File: src/rtl/uart_irq_pkg.sv
package uart_irq_pkg;
  localparam int unsigned NUM_CAT   = 4;
  localparam int unsigned NUM_STICK = 4;
  localparam int unsigned ID_W      = 8;
  localparam int unsigned CODE_W    = 3;

  // sticky flag slots
  localparam int unsigned S_LINE = 0;
  localparam int unsigned S_TMO  = 1;
  localparam int unsigned S_THR  = 2;
  localparam int unsigned S_MSR  = 3;

  // enable bit positions
  localparam int unsigned E_RX   = 0;
  localparam int unsigned E_THR  = 1;
  localparam int unsigned E_LINE = 2;
  localparam int unsigned E_MSR  = 3;

  typedef enum logic [CODE_W-1:0] {
    ID_MSR  = 3'b000,
    ID_THR  = 3'b001,
    ID_RXD  = 3'b010,
    ID_LINE = 3'b011,
    ID_TMO  = 3'b110
  } irq_id_e;
endpackage

File: src/rtl/uart_irq_flag.sv
module uart_irq_flag (
  input  logic clk,
  input  logic rst_n,
  input  logic set_i,
  input  logic clr_i,
  output logic flag_o
);
  always_ff @(posedge clk) begin
    if (!rst_n)      flag_o <= 1'b0;
    else if (set_i)  flag_o <= 1'b1;
    else if (clr_i)  flag_o <= 1'b0;
  end

  AST_SET_WINS: assert property (@(posedge clk) disable iff (!rst_n)
    set_i |=> flag_o);
  AST_CLR_DROPS: assert property (@(posedge clk) disable iff (!rst_n)
    (clr_i && !set_i) |=> !flag_o);
endmodule

File: src/rtl/uart_irq_prio.sv
module uart_irq_prio
  import uart_irq_pkg::*;
(
  input  logic [NUM_CAT-1:0] en_i,
  input  logic               line_i,
  input  logic               rxd_i,
  input  logic               tmo_i,
  input  logic               thr_i,
  input  logic               msr_i,
  output irq_id_e            code_o,
  output logic               pend_o
);
  logic line_q, rxd_q, tmo_q, thr_q, msr_q;

  always_comb begin
    line_q = line_i & en_i[E_LINE];
    rxd_q  = rxd_i  & en_i[E_RX];
    tmo_q  = tmo_i  & en_i[E_RX];
    thr_q  = thr_i  & en_i[E_THR];
    msr_q  = msr_i  & en_i[E_MSR];
    pend_o = line_q | rxd_q | tmo_q | thr_q | msr_q;
    if (line_q)      code_o = ID_LINE;
    else if (rxd_q)  code_o = ID_RXD;
    else if (tmo_q)  code_o = ID_TMO;
    else if (thr_q)  code_o = ID_THR;
    else             code_o = ID_MSR;
  end
endmodule

File: src/rtl/uart_irq_ident.sv
module uart_irq_ident
  import uart_irq_pkg::*;
(
  input  logic               clk,
  input  logic               rst_n,
  input  logic [NUM_CAT-1:0] ier,
  input  logic               fifo_en,
  input  logic               line_err_evt,
  input  logic               rx_avail,
  input  logic               rx_tmo_evt,
  input  logic               thr_empty_evt,
  input  logic               msr_chg_evt,
  input  logic               rd_iir,
  input  logic               rd_lsr,
  input  logic               rd_rbr,
  input  logic               rd_msr,
  input  logic               wr_thr,
  output logic [ID_W-1:0]    iir,
  output logic               irq
);
  logic [NUM_STICK-1:0] set_v, clr_v, flag_v;
  irq_id_e              code;
  logic                 pend;
  logic                 thr_reported;

  assign thr_reported = pend && (code == ID_THR);

  always_comb begin
    set_v         = '0;
    clr_v         = '0;
    set_v[S_LINE] = line_err_evt;
    set_v[S_TMO]  = rx_tmo_evt;
    set_v[S_THR]  = thr_empty_evt;
    set_v[S_MSR]  = msr_chg_evt;
    clr_v[S_LINE] = rd_lsr;
    clr_v[S_TMO]  = rd_rbr;
    clr_v[S_THR]  = wr_thr | (rd_iir & thr_reported);
    clr_v[S_MSR]  = rd_msr;
  end

  for (genvar g = 0; g < NUM_STICK; g++) begin : g_flag
    uart_irq_flag u_flag (
      .clk    (clk),
      .rst_n  (rst_n),
      .set_i  (set_v[g]),
      .clr_i  (clr_v[g]),
      .flag_o (flag_v[g])
    );
  end

  uart_irq_prio u_prio (
    .en_i   (ier),
    .line_i (flag_v[S_LINE]),
    .rxd_i  (rx_avail),
    .tmo_i  (flag_v[S_TMO]),
    .thr_i  (flag_v[S_THR]),
    .msr_i  (flag_v[S_MSR]),
    .code_o (code),
    .pend_o (pend)
  );

  always_comb begin
    iir = {fifo_en, fifo_en, 2'b00, code, ~pend};
    irq = pend;
  end

  AST_RSVD_ZERO: assert property (@(posedge clk) disable iff (!rst_n)
    iir[5:4] == 2'b00);
  AST_LINE_FIRST: assert property (@(posedge clk) disable iff (!rst_n)
    (flag_v[S_LINE] && ier[E_LINE]) |-> (iir[3:0] == 4'b0110));
  AST_THR_IIR_CLR: assert property (@(posedge clk) disable iff (!rst_n)
    (rd_iir && !iir[0] && iir[3:1] == ID_THR && !thr_empty_evt) |=> !flag_v[S_THR]);
  AST_THR_KEEP: assert property (@(posedge clk) disable iff (!rst_n)
    (flag_v[S_THR] && !wr_thr && !(rd_iir && thr_reported)) |=> flag_v[S_THR]);
  AST_IDLE_CODE: assert property (@(posedge clk) disable iff (!rst_n)
    !irq |-> (iir[3:0] == 4'b0001));
endmodule

File: config.mk
export PLATFORM = sky130hd
export DESIGN_NAME = uart_irq_ident
export DESIGN_NICKNAME = d
export VERILOG_FILES = /design/src/rtl/uart_irq_pkg.sv /design/src/rtl/uart_irq_flag.sv /design/src/rtl/uart_irq_prio.sv /design/src/rtl/uart_irq_ident.sv
export SDC_FILE = /design/constraint.sdc
export NUM_CORES = 1
export LEC_CHECK = 0
export BUFFER_PORTS_ARGS = -buffer_cell sky130_fd_sc_hd__buf_2
export CAP_MARGIN = 0
export CELL_PAD_IN_SITES_DETAIL_PLACEMENT = 2
export CELL_PAD_IN_SITES_GLOBAL_PLACEMENT = 2
export CORE_MARGIN = 2
export CORE_UTILIZATION = 14
export DETAILED_ROUTE_END_ITERATION = 8
export GPL_ROUTABILITY_DRIVEN = 0
export PLACE_DENSITY = 0.65
export SETUP_SLACK_MARGIN = 0.2
export SLEW_MARGIN = 40
export SYNTH_ARGS = -nofsm -noshare
export SYNTH_HDL_FRONTEND = slang
export SYNTH_HIERARCHICAL = 1
export SYNTH_SLANG_ARGS = --single-unit
File: constraint.sdc
create_clock -name clk -period 1.55 [get_ports clk]
set_clock_uncertainty 0.15 [all_clocks]
set_input_delay 0.155 -clock clk [delete_from_list [all_inputs] [get_ports clk]]
set_output_delay 0.155 -clock clk [all_outputs]
set_load 0.03 [all_outputs]
==> results.md, run 1 <==
* Antenna violations before repair at 0
* Syn avg cell area at 9.96 µm²
* Biggest regs: g_flag.u_flag/flag_o x4
* Largest stage delay on the critical path at 330 ps
* Crit-path cells: o21ai_4 -> a32o_2 -> nor4bb_2 -> a21o_1 -> nor2b_4 -> o21a_1
* Worst Path Required at 1530 ps
* Syn-to-layout area delta at 108%
* Post-DRT Antenna Nets at 0
* Final core occ at 31.7%
* CP Max Fanout at 3
* Post-Place Cells at 71
* Detailed Route Iter0 Violations at 1
* Met2 Usage GRT at 17.1%
* Final setup viols at 0
* Gr ovfl total at 0
* Fmax achieved at 660 MHz
* TritonCTS sink count at 4
* DRC viols at 0
* Synth Instances at 27
* GRT busiest layer: met2
* CP startpoint kind: register
* Share of the synthesized area in the top cell type at 29.8%
* Top-Level Pins at 26
* Total GRT Usage at 9.46%
* H-tree depth at 1
* Proportion of synthesized chip area in sequential cells at 29.8%
* Cts bufs inserted at 3
* Vias per inst at 3.77
* DIE AREA at 2290 µm²
* CTS tree: built
* DR vias at 309
* Vias in the first global route at 336
* Die width at 47.8 µm
* Largest net degree at the start of global routing at 5
* MaxCap Viol Count at 0
* Core area at 1760 µm²
* Clock buffer depth at 2
* Most frequent cells in the layout: buf_2 (15), buf_6 (6), buf_4 (5)
* Die Y at 47.8 µm
* Wirelength per Cell at 10.6 µm
* Clk root buf: clkbuf_4
* Status: completed
* Ranking of synthesized cells by area: dfxtp_1 (30%), nor2b_4 (20%), buf_4 (11%), o21a_1 (11%), a32o_1 (3.7%)
* Final instance area at 559 µm²
* Slowest CP cell: dfxtp_2
* WS Path Type: register to register
* Final Cycle Share at 97.7%
* Yosys warnings at 6
* Final min period at 1510 ps
* Unrepaired setup endpoints after global routing: yes
* Nets at 76
* Layout cells sized above 1 at 78.9%
* Worst skew pair latency at 230 ps
* Crit. End Element: register
* FP Rows at 15
* Antenna Cells at 0
* Tot Pwr at 398 µW
* Clock slew at reported path FFs at 40 ps
* Yosys top cell by area: dfxtp_1
* Worst hold path depth at 2
* Mapped cell area at 269 µm²
* Power per cell area at 712 nW/µm²
* WL final at 868 µm
* Leakage at 0.000267 µW
* Port Buffers at 20
* #FFs+latches synth at 4
* Most common cell after layout, fill and taps aside: buf_2
* R2R depth at 6
* Met1 usage at 9.42%
* Final count of pins violating max slew at 0
* R2r setup slk at 40 ps
* Peak supply drop at 0.272 mV
* Count of final hold-check violations at 0
* Netlist cell types at 14
* Non-filler cells, final at 82
* Max FFs per register at 4
* Post-DP HPWL at 641 µm
* Hold WC Path Type: primary input to register
* Initial core utilization at 15.2%
* CP arrival at 1490 ps
* Reg with most FFs: g_flag.u_flag/flag_o
* First-pass GRT wire length at 1410 µm
* Placed cell area at 395 µm²
* TritonRoute pass-1 iters at 2
* Routing usage on met3 at 2.26%
==> metrics by stage <==
stage / hold WS, ps / setup TNS, ps / setup slack, ps
global placement: 161 / 0 / 37.3
finish: 30.1 / 0 / 35.0
floorplan: 122 / -49.9 / -49.9
detailed placement: 161 / -16.6 / -16.6
global route: 30.5 / -105 / -60.8
CTS: 23.8 / 0 / 18.6
==> layer usage <==
layer	vias to the layer above	wire [µm]
li1	151	-
met1	134	302
met2	22	463
met3	2	96
met4	0	6
met5	-	0
==> power by group <==
| group | switching [µW] | internal, µW |
|---|---|---|
| clock network | 44.2 | 86.7 |
| logic | 68.6 | 81.2 |
| registers | 6.14 | 111 |
| total | 119 | 279 |
==> cell usage after synthesis <==
cell	count
buf_4	4
dfxtp_1	4
nor2b_4	4
o21a_1	4
nand2_1	2
a21o_1	1
a22oi_1	1
a32o_1	1
and4b_1	1
conb_1	1
inv_1	1
nand3_1	1
nor4bb_1	1
o21ai_2	1
==> timing repair <==
| item | CTS | global route |
|---|---|---|
| hold buffers | 4 | 0 |
| resized for setup | 16 | 5 |
| buffers inserted | 4 | 0 |
| endpoints found under the hold margin | 4 | 0 |
| setup endpoints to repair | 6 | 6 |
| pin swaps | 4 | 1 |
==> final timing paths <==
kind,from,endpoint
min,rst_n,g_flag[2].u_flag/flag_o
max,g_flag[1].u_flag/flag_o,g_flag[2].u_flag/flag_o
min reg2reg,g_flag[3].u_flag/flag_o,g_flag[3].u_flag/flag_o
max reg2reg,g_flag[1].u_flag/flag_o,g_flag[2].u_flag/flag_o
==> worst max-delay path, delay by kind of cell, from the launching register on <==
kind / cells / cell delay [ps]
compound gates: 4 / 690
flops: 1 / 330
simple gates: 2 / 230
==> cell families after synthesis <==
| group | Yosys count | synth area share (%) |
|---|---|---|
| AO/OA/AOI/OAI | 8 | 23.7 |
| buffers and inverters | 5 | 12.6 |
| flip-flops | 4 | 29.8 |
| other | 1 | 1.39 |
| AND/OR/NAND/NOR | 9 | 32.6 |
==> final cells by class <==
type,instances,area (µm²)
Fill cell,226,1200
Timing Repair Buffer,30,220
Multi-Input combinational cell,19,198
Sequential cell,4,83.8
Tap cell,25,31.3
Clock buffer,3,22.5
Inverter,1,3.75
(Power assumes the default switching activity.)
==> run 2: changes to the inputs <==
--- a/config.mk
+++ b/config.mk
@@ -5,6 +5,7 @@
 export SDC_FILE = /design/constraint.sdc
 export NUM_CORES = 1
 export LEC_CHECK = 0
+export ABC_AREA = 1
 export BUFFER_PORTS_ARGS = -buffer_cell sky130_fd_sc_hd__buf_2
 export CAP_MARGIN = 0
 export CELL_PAD_IN_SITES_DETAIL_PLACEMENT = 2
@@ -12,8 +13,7 @@
 export CORE_MARGIN = 2
 export CORE_UTILIZATION = 14
 export DETAILED_ROUTE_END_ITERATION = 8
-export GPL_ROUTABILITY_DRIVEN = 0
-export PLACE_DENSITY = 0.65
+export PLACE_DENSITY = 0.68
 export SETUP_SLACK_MARGIN = 0.2
 export SLEW_MARGIN = 40
 export SYNTH_ARGS = -nofsm -noshare
==> run 2 against run 1 <==
  * Design area is 3.6% lower
  * Fmax rose by 9.7%
  * Routed wire length up 7.3%
  * Sequential power about the same
  * Count of clock-buffer cells in the layout unchanged
  * Global-route usage shrank 1.5 points
  * Critical path type is now register to primary output
  * Critical endpoint is now iir[0]
  * Highest routed layer is now met3
==> results.md, run 2 <==
* Status: completed
* Reg with most FFs: g_flag.u_flag/flag_o
* Most common cell after layout, fill and taps aside: inv_1
* Syn-to-layout area delta at 69.7%
* Yosys top cell by area: dfxtp_1
* Final count of pins violating max slew at 0 (unchanged)
* #FFs+latches synth at 4 (unchanged)
* CP most frequent cell: nand2_4
* Final hold slack at 10.1 ps (-20.0 ps)
* Top cells by count, synth: inv_1 (19), nand2_1 (13), a21oi_2 (4), buf_4 (4), dfxtp_1 (4)
* Final Cycle Share at 89.1% (-8.7 points)
* Wirelength per Cell at 9.04 µm (-15%)
* Hold WC Path Type: primary input to register
* CP Capture Point: iir[0]
* Initial core utilization at 14.6% (-0.60 points)
* H-tree depth at 1 (unchanged)
* Cts bufs inserted at 3 (unchanged)
* Top-Level Pins at 26 (unchanged)
* Register Area at 83.8 µm² (unchanged)
* Final min period at 1380 ps (-134 ps)
* Die width at 51.6 µm (+8.0%)
* Final GP Congestion at 0.606
* Vias in the first global route at 379 (+13%)
* Clock slew at reported path FFs at 40 ps (about the same)
* Most frequent cells in the layout: inv_1 (18), buf_2 (15), nand2_1 (10)
* DIE AREA at 2670 µm² (+17%)
* Count of final hold-check violations at 0 (unchanged)
* Adder-cell share of the synthesized area at 0% (unchanged)
* Worst Path Required at 1240 ps (-290 ps)
* CP Max Fanout at 3 (unchanged)
* Top-count cell post-synth: inv_1
* Peak supply drop at 0.331 mV (+22%)
* Number of synthesized flops with an enable pin at 0 (unchanged)
* Fillers at 284 (+26%)
* R2r setup slk at 260 ps (+220 ps)
* Antenna violations before repair at 0 (unchanged)
* Mapped cell area at 318 µm² (+18%)
* TritonCTS sink count at 4 (unchanged)
* Largest stage delay on the critical path at 330 ps (about the same)
* R2R depth at 11 (+5)
* XOR/XNOR share of the synthesized area at 0% (unchanged)
* Clock buffer depth at 2 (unchanged)
* Yosys warnings at 6 (unchanged)
* Core area at 2170 µm² (+23%)
* Placed cell area at 450 µm² (+14%)
* Post-synthesis mux area share at 0% (unchanged)
* Port Buffers at 20 (unchanged)
* Die Y at 51.6 µm (+8.0%)
* Crit-path cells: nand2_4 -> nand2_4 -> nor2_4 -> nand2_4 -> clkinv_4 -> buf_6
* CP startpoint kind: register
* Largest net degree at the start of global routing at 5 (unchanged)
* Netlist cell types at 11 (-3)
* Share of the synthesized area in the top cell type at 25.2% (-4.6 points)
* DRC viols at 0 (unchanged)
* Total GRT Usage at 7.96% (-1.5 points)
* Asr flop ratio synth at 0% (unchanged)
* Synth Instances at 53 (+96%)
* WL final at 931 µm (+7.3%)
* DR vias at 370 (+20%)
* Worst skew pair latency at 240 ps (about the same)
* Slowest CP cell: dfxtp_2
* Fmax achieved at 724 MHz (+9.7%)
* Multi-input gate area at 170 µm² (-14%)
* Compound-Gate Fraction of Synth Area at 11.0% (-13 points)
* Worst R2R End: g_flag[2].u_flag/flag_o
* Ranking of synthesized cells by area: dfxtp_1 (25%), inv_1 (22%), nand2_1 (15%), a21oi_2 (11%), buf_4 (9.4%)
* CTS tree: built
* Post-DP HPWL at 831 µm (+30%)
* Worst Setup SP: g_flag[1].u_flag/flag_o
* Detailed Route Iter0 Violations at 2 (+1)
* Proportion of synthesized chip area in sequential cells at 25.2% (-4.6 points)
* Final instance area at 539 µm² (-3.6%)
* Simple-Gate Fraction of Synth Area at 29.5% (-3.0 points)
* Final setup viols at 0 (unchanged)
* Worst R2R Start: g_flag[1].u_flag/flag_o
* Biggest regs: g_flag.u_flag/flag_o x4
* Layout cells sized above 1 at 54.7% (-24 points)
* Antenna Cells at 0 (unchanged)
* Post-DRT Antenna Nets at 0 (unchanged)
* Nets at 94 (+24%)
* MaxCap Viol Count at 0 (unchanged)
* Leakage at 0.000330 µW (+23%)
* Gr ovfl total at 0 (unchanged)
* Post-Route Setup TNS at 0 ps (unchanged)
* Max FFs per register at 4 (unchanged)
* Clk root buf: clkbuf_4
* FP Rows at 17 (+2)
* WS Path Type: register to primary output
* Crit. End Element: primary output
* Syn avg cell area at 6.00 µm² (-40%)
* Ys flop type: dfxtp_1
* TritonRoute pass-1 iters at 4 (+2)
* Largest family of logic cells by synthesized area: buffers and inverters
* CP arrival at 1080 ps (-410 ps)
* Unrepaired setup endpoints after global routing: yes
* First-pass GRT wire length at 1550 µm (+9.3%)
* Vias per inst at 3.59 (-4.7%)
* Power per cell area at 724 nW/µm² (+1.7%)
-- run 2: cell count changes after synthesis, sizes merged, moves of 2 or more --
cell,before,now
o21a,4,0
nor2b,4,0
inv,1,20
nor2,0,2
nand2,2,15
a21oi,0,4
-- run 2: metal layers --
layer  GRT usage, %  share of wire [%]  vias to the layer above
li1               -                  -                      185
met1           8.04                 34                      167
met2           14.3                 55                       18
met3           5.46                 11                        0
met4              0                  0                        0
met5              0                  0                        -
-- run 2: cell type report --
type                       instances  area share [%]
clock buffer                       3            4.18
timing repair buffer              22            26.9
tap                               28            6.50
sequential                         4            15.5
multi-input combinational         26            31.6
inverter                          20            15.3
-- run 2: worst max-delay path, delay by kind of cell (launching register included) --
family                 cells  cell delay, ps
buffers and inverters      2             170
DFF                        1             330
and+or+nand+nor            4             340
-- run 2: how the worst min path moves through the flow --
stage                               to  depth (start not counted)  slack (ps)         from
2_1_floorplan  g_flag[0].u_flag/flag_o                          2         130        rst_n
3_3_place_gp                    iir[7]                          0         160      fifo_en
3_5_place_dp                    iir[7]                          0         160      fifo_en
4_1_cts        g_flag[3].u_flag/flag_o                          3           6  msr_chg_evt
5_1_grt        g_flag[3].u_flag/flag_o                          3           2  msr_chg_evt
6_report       g_flag[1].u_flag/flag_o                          3          10   rx_tmo_evt
-- run 2: stage by stage --
| stage | worst slack [ps] | cells | total power (µW) | util (%) |
|---|---|---|---|---|
| floorplan | 199 | 54 | 209 | - |
| global placement | 250 | 98 | 233 | 20.8 |
| detailed placement | 197 | 98 | 238 | 20.8 |
| CTS | 160 | 103 | 400 | 24.5 |
| global route | 104 | 103 | 428 | 24.9 |
| finish | 169 | 103 | 391 | 24.9 |
-- run 2: power by group --
part / internal (µW) / leakage [µW] / switching, µW / total (µW)
clock network: 87.0 / 0.0000138 / 47.5 / 134
registers: 111 / 0.0000341 / 4.43 / 116
logic: 58.2 / 0.000282 / 82.2 / 140
-- run 2: kinds of logic (layout without fill, tap and decap cells) --
kind of cell | Yosys count | count (layout)
compound gates | 4 | 4
other cells | 1 | 2
flops | 4 | 4
buf+inv | 24 | 45
simple gates | 20 | 20
-- run 2: repair_timing --
action	in CTS	in global routing
hold buffers	1	0
endpoints found under the setup margin	6	6
gates resized for setup	15	4
buffers inserted	1	0
endpoints found under the hold margin	1	0
pin swaps	6	4
